[config.mk]
export PLATFORM = sky130hd
export DESIGN_NAME = kwi_ctrl
export DESIGN_NICKNAME = d
export VERILOG_FILES = /design/src/rtl/kwi_pkg.sv /design/src/rtl/kwi_sync.sv /design/src/rtl/kwi_detect.sv /design/src/rtl/kwi_regs.sv /design/src/rtl/kwi_ctrl.sv
export SDC_FILE = /design/constraint.sdc
export NUM_CORES = 1
export LEC_CHECK = 0
export ABC_AREA = 1
export BUFFER_PORTS_ARGS = -buffer_cell sky130_fd_sc_hd__buf_2
export CORE_MARGIN = 4
export CORE_UTILIZATION = 55
export DETAILED_ROUTE_END_ITERATION = 10
export PLACE_DENSITY = 0.81
export SYNTH_ARGS = -nofsm -noshare
export SYNTH_HDL_FRONTEND = slang
export SYNTH_HIERARCHICAL = 1
export SYNTH_SLANG_ARGS = --single-unit
export TNS_END_PERCENT = 20
[constraint.sdc]
create_clock -name clk -period 1.7 [get_ports clk]
set_input_delay 0 -clock clk [delete_from_list [all_inputs] [get_ports clk]]
set_output_delay 0 -clock clk [all_outputs]
set_load 0.05 [all_outputs]
[src/rtl/kwi_pkg.sv]
package kwi_pkg;
  localparam int unsigned CTRL_MODE_BIT = 0;
  localparam int unsigned CTRL_IEN_BIT  = 1;
  localparam int unsigned CTRL_ACK_BIT  = 2;
  localparam int unsigned CTRL_FLAG_BIT = 3;

  typedef enum logic [1:0] {
    REG_CTRL     = 2'd0,
    REG_PIN_EN   = 2'd1,
    REG_POLARITY = 2'd2,
    REG_SPARE    = 2'd3
  } kwi_reg_e;

  typedef struct packed {
    logic level_mode;
    logic irq_en;
  } kwi_ctrl_t;
endpackage

[src/rtl/kwi_sync.sv]
module kwi_sync #(
  parameter int unsigned WIDTH   = 8,
  parameter int unsigned STAGES  = 2,
  parameter logic        RST_VAL = 1'b1
) (
  input  logic             clk,
  input  logic             rst,
  input  logic [WIDTH-1:0] d,
  output logic [WIDTH-1:0] q
);
  logic [STAGES-1:0][WIDTH-1:0] stage_q;

  always_ff @(posedge clk) begin
    if (rst) begin
      stage_q <= {(STAGES*WIDTH){RST_VAL}};
    end else begin
      stage_q[0] <= d;
      for (int s = 1; s < STAGES; s++) stage_q[s] <= stage_q[s-1];
    end
  end

  assign q = stage_q[STAGES-1];
endmodule

[src/rtl/kwi_detect.sv]
module kwi_detect #(
  parameter int unsigned NUM_PINS = 8
) (
  input  logic                clk,
  input  logic                rst,
  input  logic [NUM_PINS-1:0] smp,
  input  logic [NUM_PINS-1:0] pol,
  input  logic [NUM_PINS-1:0] pin_en,
  input  logic                level_mode,
  input  logic                hist_clr,
  input  logic                ack,
  output logic                flag_q,
  output logic                flag_nxt,
  output logic [NUM_PINS-1:0] en_act,
  output logic                armed_q,
  output logic                edge_hit
);
  logic [NUM_PINS-1:0] act;
  logic [NUM_PINS-1:0] prev_q;
  logic                all_idle;
  logic                level_hit;

  // active when sample matches polarity
  assign act       = ~(smp ^ pol);
  assign en_act    = act & pin_en;
  assign all_idle  = ~|en_act;
  assign edge_hit  = armed_q & (|(en_act & ~prev_q));
  assign level_hit = level_mode & (|en_act);
  // edge beats acknowledge; level is held off for the acknowledge cycle
  assign flag_nxt  = edge_hit | (~ack & (flag_q | level_hit));

  always_ff @(posedge clk) begin
    if (rst) begin
      prev_q  <= '0;
      armed_q <= 1'b0;
      flag_q  <= 1'b0;
    end else begin
      flag_q <= flag_nxt;
      if (hist_clr) begin
        prev_q  <= '1;
        armed_q <= 1'b0;
      end else begin
        prev_q <= act;
        if (edge_hit)      armed_q <= 1'b0;
        else if (all_idle) armed_q <= 1'b1;
      end
    end
  end
endmodule

[src/rtl/kwi_regs.sv]
module kwi_regs
  import kwi_pkg::*;
#(
  parameter int unsigned NUM_PINS = 8,
  parameter int unsigned DATA_W   = 8
) (
  input  logic                clk,
  input  logic                rst,
  input  logic                bus_sel,
  input  logic                bus_wr,
  input  logic [1:0]          bus_addr,
  input  logic [DATA_W-1:0]   bus_wdata,
  output logic [DATA_W-1:0]   bus_rdata,
  input  logic                flag_q,
  output kwi_ctrl_t           ctrl_q,
  output logic [NUM_PINS-1:0] pin_en_q,
  output logic [NUM_PINS-1:0] pol_q,
  output logic                irq_en_nxt,
  output logic                ack_pulse,
  output logic                cfg_chg
);
  kwi_reg_e            addr;
  logic                wr_ctrl, wr_en, wr_pol, rd_req;
  kwi_ctrl_t           ctrl_nxt;
  logic [NUM_PINS-1:0] en_nxt, pol_nxt;
  logic [DATA_W-1:0]   rd_word;

  assign addr    = kwi_reg_e'(bus_addr);
  assign wr_ctrl = bus_sel & bus_wr & (addr == REG_CTRL);
  assign wr_en   = bus_sel & bus_wr & (addr == REG_PIN_EN);
  assign wr_pol  = bus_sel & bus_wr & (addr == REG_POLARITY);
  assign rd_req  = bus_sel & ~bus_wr;

  always_comb begin
    ctrl_nxt = ctrl_q;
    if (wr_ctrl) begin
      ctrl_nxt.level_mode = bus_wdata[CTRL_MODE_BIT];
      ctrl_nxt.irq_en     = bus_wdata[CTRL_IEN_BIT];
    end
  end

  assign en_nxt     = wr_en  ? bus_wdata[NUM_PINS-1:0] : pin_en_q;
  assign pol_nxt    = wr_pol ? bus_wdata[NUM_PINS-1:0] : pol_q;
  assign ack_pulse  = wr_ctrl & bus_wdata[CTRL_ACK_BIT];
  assign irq_en_nxt = ctrl_nxt.irq_en;
  assign cfg_chg    = (ctrl_nxt.level_mode != ctrl_q.level_mode) |
                      (en_nxt != pin_en_q) | (pol_nxt != pol_q);

  always_comb begin
    rd_word = '0;
    unique case (addr)
      REG_CTRL: begin
        rd_word[CTRL_MODE_BIT] = ctrl_q.level_mode;
        rd_word[CTRL_IEN_BIT]  = ctrl_q.irq_en;
        rd_word[CTRL_FLAG_BIT] = flag_q;
      end
      REG_PIN_EN:   rd_word[NUM_PINS-1:0] = pin_en_q;
      REG_POLARITY: rd_word[NUM_PINS-1:0] = pol_q;
      default:      rd_word = '0;
    endcase
  end

  always_ff @(posedge clk) begin
    if (rst) begin
      ctrl_q    <= '0;
      pin_en_q  <= '0;
      pol_q     <= '0;
      bus_rdata <= '0;
    end else begin
      ctrl_q   <= ctrl_nxt;
      pin_en_q <= en_nxt;
      pol_q    <= pol_nxt;
      if (rd_req) bus_rdata <= rd_word;
    end
  end
endmodule

[src/rtl/kwi_ctrl.sv]
module kwi_ctrl
  import kwi_pkg::*;
#(
  parameter int unsigned NUM_PINS    = 8,
  parameter int unsigned DATA_W      = 8,
  parameter int unsigned SYNC_STAGES = 2
) (
  input  logic                clk,
  input  logic                rst,
  input  logic                bus_sel,
  input  logic                bus_wr,
  input  logic [1:0]          bus_addr,
  input  logic [DATA_W-1:0]   bus_wdata,
  output logic [DATA_W-1:0]   bus_rdata,
  input  logic [NUM_PINS-1:0] pins_in,
  output logic                irq_out
);
  kwi_ctrl_t           ctrl_q;
  logic [NUM_PINS-1:0] pin_en_q, pol_q, smp, en_act;
  logic                ien_q, ien_nxt, mode_q;
  logic                ack_pulse, cfg_chg;
  logic                flag_q, flag_nxt, armed_q, edge_hit;

  assign ien_q  = ctrl_q.irq_en;
  assign mode_q = ctrl_q.level_mode;

  kwi_sync #(.WIDTH(NUM_PINS), .STAGES(SYNC_STAGES), .RST_VAL(1'b1)) u_sync (
    .clk(clk), .rst(rst), .d(pins_in), .q(smp)
  );

  kwi_regs #(.NUM_PINS(NUM_PINS), .DATA_W(DATA_W)) u_regs (
    .clk(clk), .rst(rst), .bus_sel(bus_sel), .bus_wr(bus_wr),
    .bus_addr(bus_addr), .bus_wdata(bus_wdata), .bus_rdata(bus_rdata),
    .flag_q(flag_q), .ctrl_q(ctrl_q), .pin_en_q(pin_en_q), .pol_q(pol_q),
    .irq_en_nxt(ien_nxt), .ack_pulse(ack_pulse), .cfg_chg(cfg_chg)
  );

  kwi_detect #(.NUM_PINS(NUM_PINS)) u_detect (
    .clk(clk), .rst(rst), .smp(smp), .pol(pol_q), .pin_en(pin_en_q),
    .level_mode(mode_q), .hist_clr(cfg_chg), .ack(ack_pulse),
    .flag_q(flag_q), .flag_nxt(flag_nxt), .en_act(en_act),
    .armed_q(armed_q), .edge_hit(edge_hit)
  );

  always_ff @(posedge clk) begin
    if (rst) irq_out <= 1'b0;
    else     irq_out <= flag_nxt & ien_nxt;
  end
endmodule

==> metrics.txt <==
most frequent cells in the layout=91 x nand2_1, 83 x inv_1, 53 x dfxtp_1; GRT overflow=0; GR Util All Layers=20.3%; Final ANT Viol Nets=0; Hold Violations, Final=0; WP data arrival=1.74 ns; Syn Area/Cell=6.95 µm²; Core Region=4850 µm²; reported max-cap violation count=0; largest net degree at the start of global routing=31; slowest CP cell=dfxtp_1; crit start category=flip-flop; Final Wtd Congestion=0.932; fin cells=512; ANT cells=0; worst vdd ir=0.545 mV; status=finished clean; number of I/O pins=31; chip width=79.8 µm; slowest stage delay, CP=0.43 ns; CTS tree=built; clk sinks=53; vias in the first global route=2330; crit path max fanout=8; Detailed Route WL=6.27 mm; Clk Tree Root Cell=clkbuf_8; Tcrit/Tclk final=90.1%; layout cells sized above 1=19.8%; Clock transition at path regs=0.09 ns; clk_lat worst skew=0.31 ns; Hold WC Path Type=in2reg; Rows=25; Filler cells=422; first-pass GRT wire length=10.1 mm; commonest non-fill, non-tap cell in the layout=nand2_1; syn_nets=434; vias=2579; hold path depth=3; crit end category=flip-flop; DRT Pass-1 Iters=5; worst endpoint required time=1.90 ns; mapped cell area=2830 µm²; final core occ=66.1%; nets=471; cell count after placement=493; Final min period=1.53 ns; RSZ-0062 raised after global routing=false; Die ar.=6360 µm²; endpoints failing setup=0; CP cell instances=inv_1, nand3_1, nand2_1, nor2_1, nand2_1, nor2_1, nand3_2, o21ai_0, inv_1; Starting Density=58.5%; Final Power=2.36 mW; worst slew pin tran=0.415 ns; Post-route DRC=0; post-synthesis cell count=408; H-tree levels=2; Avg WL per Cell=12.3 µm; Sequential Area=1060 µm²; Fmax achieved=0.653 GHz; area of the multi-input gates=1300 µm²; Vias per Instance=5.04; clock tree buffer depth=2; FF-to-FF path depth=9; Leak=1.65 nW; Area Overhead vs Synth=13.2%; yosys warns=6; DRT iter0 DRCs=259; Crit Path Class=reg2reg; postcts setup bufs=0; Cell Pwr Density=736 nW/µm²; DP Wirelength=4.59 mm; Final Slew Violations=0; worst relative slew slack=72.3%; port buffer count=30; Num CTS Buffers=5; Die Y=79.8 µm; initial antenna violation count=0; clk_skew=0.00634 ns
==> routing by layer <==
layer,global-route usage (%),share of wire (%),vias to the layer above
met5,0,0,-
met4,7.94,1.5,0
met3,4.29,7.1,14
met2,34.8,50,104
met1,24.8,42,1148
li1,-,-,1313
==> worst max-delay path: cells and delay by family (launching register included) <==
| kind | cells | cell delay [ns] |
|---|---|---|
| buffers and inverters | 2 | 0.17 |
| flip-flops | 1 | 0.43 |
| AND/OR/NAND/NOR | 6 | 0.63 |
| AO/OA/AOI/OAI | 1 | 0.21 |
==> layout make-up <==
cell class / count / share of cell area [%]
clock buffers: 5 / 2.15
clock inverters: 2 / 0.507
inverters: 94 / 11.0
multi-input cells: 244 / 40.7
flip-flops and latches: 53 / 33.1
well taps: 67 / 2.61
repair buffers: 47 / 9.99
==> state kept, by name, summed over array words and instances, names as in the netlist <==
name,count
u_detect/flag_q,1
u_detect/armed_q,1
u_regs/bus_rdata,8
u_regs/pin_en_q,8
u_detect/prev_q,8
u_sync/stage_q,8
u_sync/q,8
u_regs/ctrl_q,2
irq_out,1
u_regs/pol_q,8
==> metrics by stage <==
| stage | hold WS [ns] | setup slack (ns) | TNS, ns | cell area, µm² |
|---|---|---|---|---|
| after floorplan | 0.0624 | 0.314 | 0 | 2830 |
| after global placement | 0.173 | 0.0575 | 0 | 3000 |
| after detailed placement | 0.175 | -0.00793 | -0.00793 | 3000 |
| after CTS | 0.0000903 | 0.0938 | 0 | 3200 |
| after global routing | 0.0223 | 0.0326 | 0 | 3210 |
| final | 0.0112 | 0.168 | 0 | 3210 |
==> final timing paths <==
kind | from | endpoint | slack [ns]
setup / recovery | u_regs/pin_en_q[2]$_SDFF_PP0_ | u_detect/prev_q[1]$_SDFF_PP0_ | 0.17
hold / removal | bus_wdata[6] | u_regs/pin_en_q[6]$_SDFF_PP0_ | 0.01
setup reg to reg | u_regs/pin_en_q[2]$_SDFF_PP0_ | u_detect/prev_q[1]$_SDFF_PP0_ | 0.17
hold reg to reg | u_sync/stage_q[6]$_SDFF_PP1_ | u_sync/q[6]$_SDFF_PP1_ | 0.41
==> power by group <==
part	switching, mW	internal (mW)	total, mW
Combinational	0.198	0.119	0.318
Sequential	0.0349	1.30	1.34
Clock	0.420	0.285	0.704
==> repair_timing <==
item	in CTS	in global routing
setup endpoints to repair	0	8
resized for setup	0	2
hold endpoints to repair	13	0
hold buffers	12	0
No activity file was read; power rests on OpenSTA's default activity.
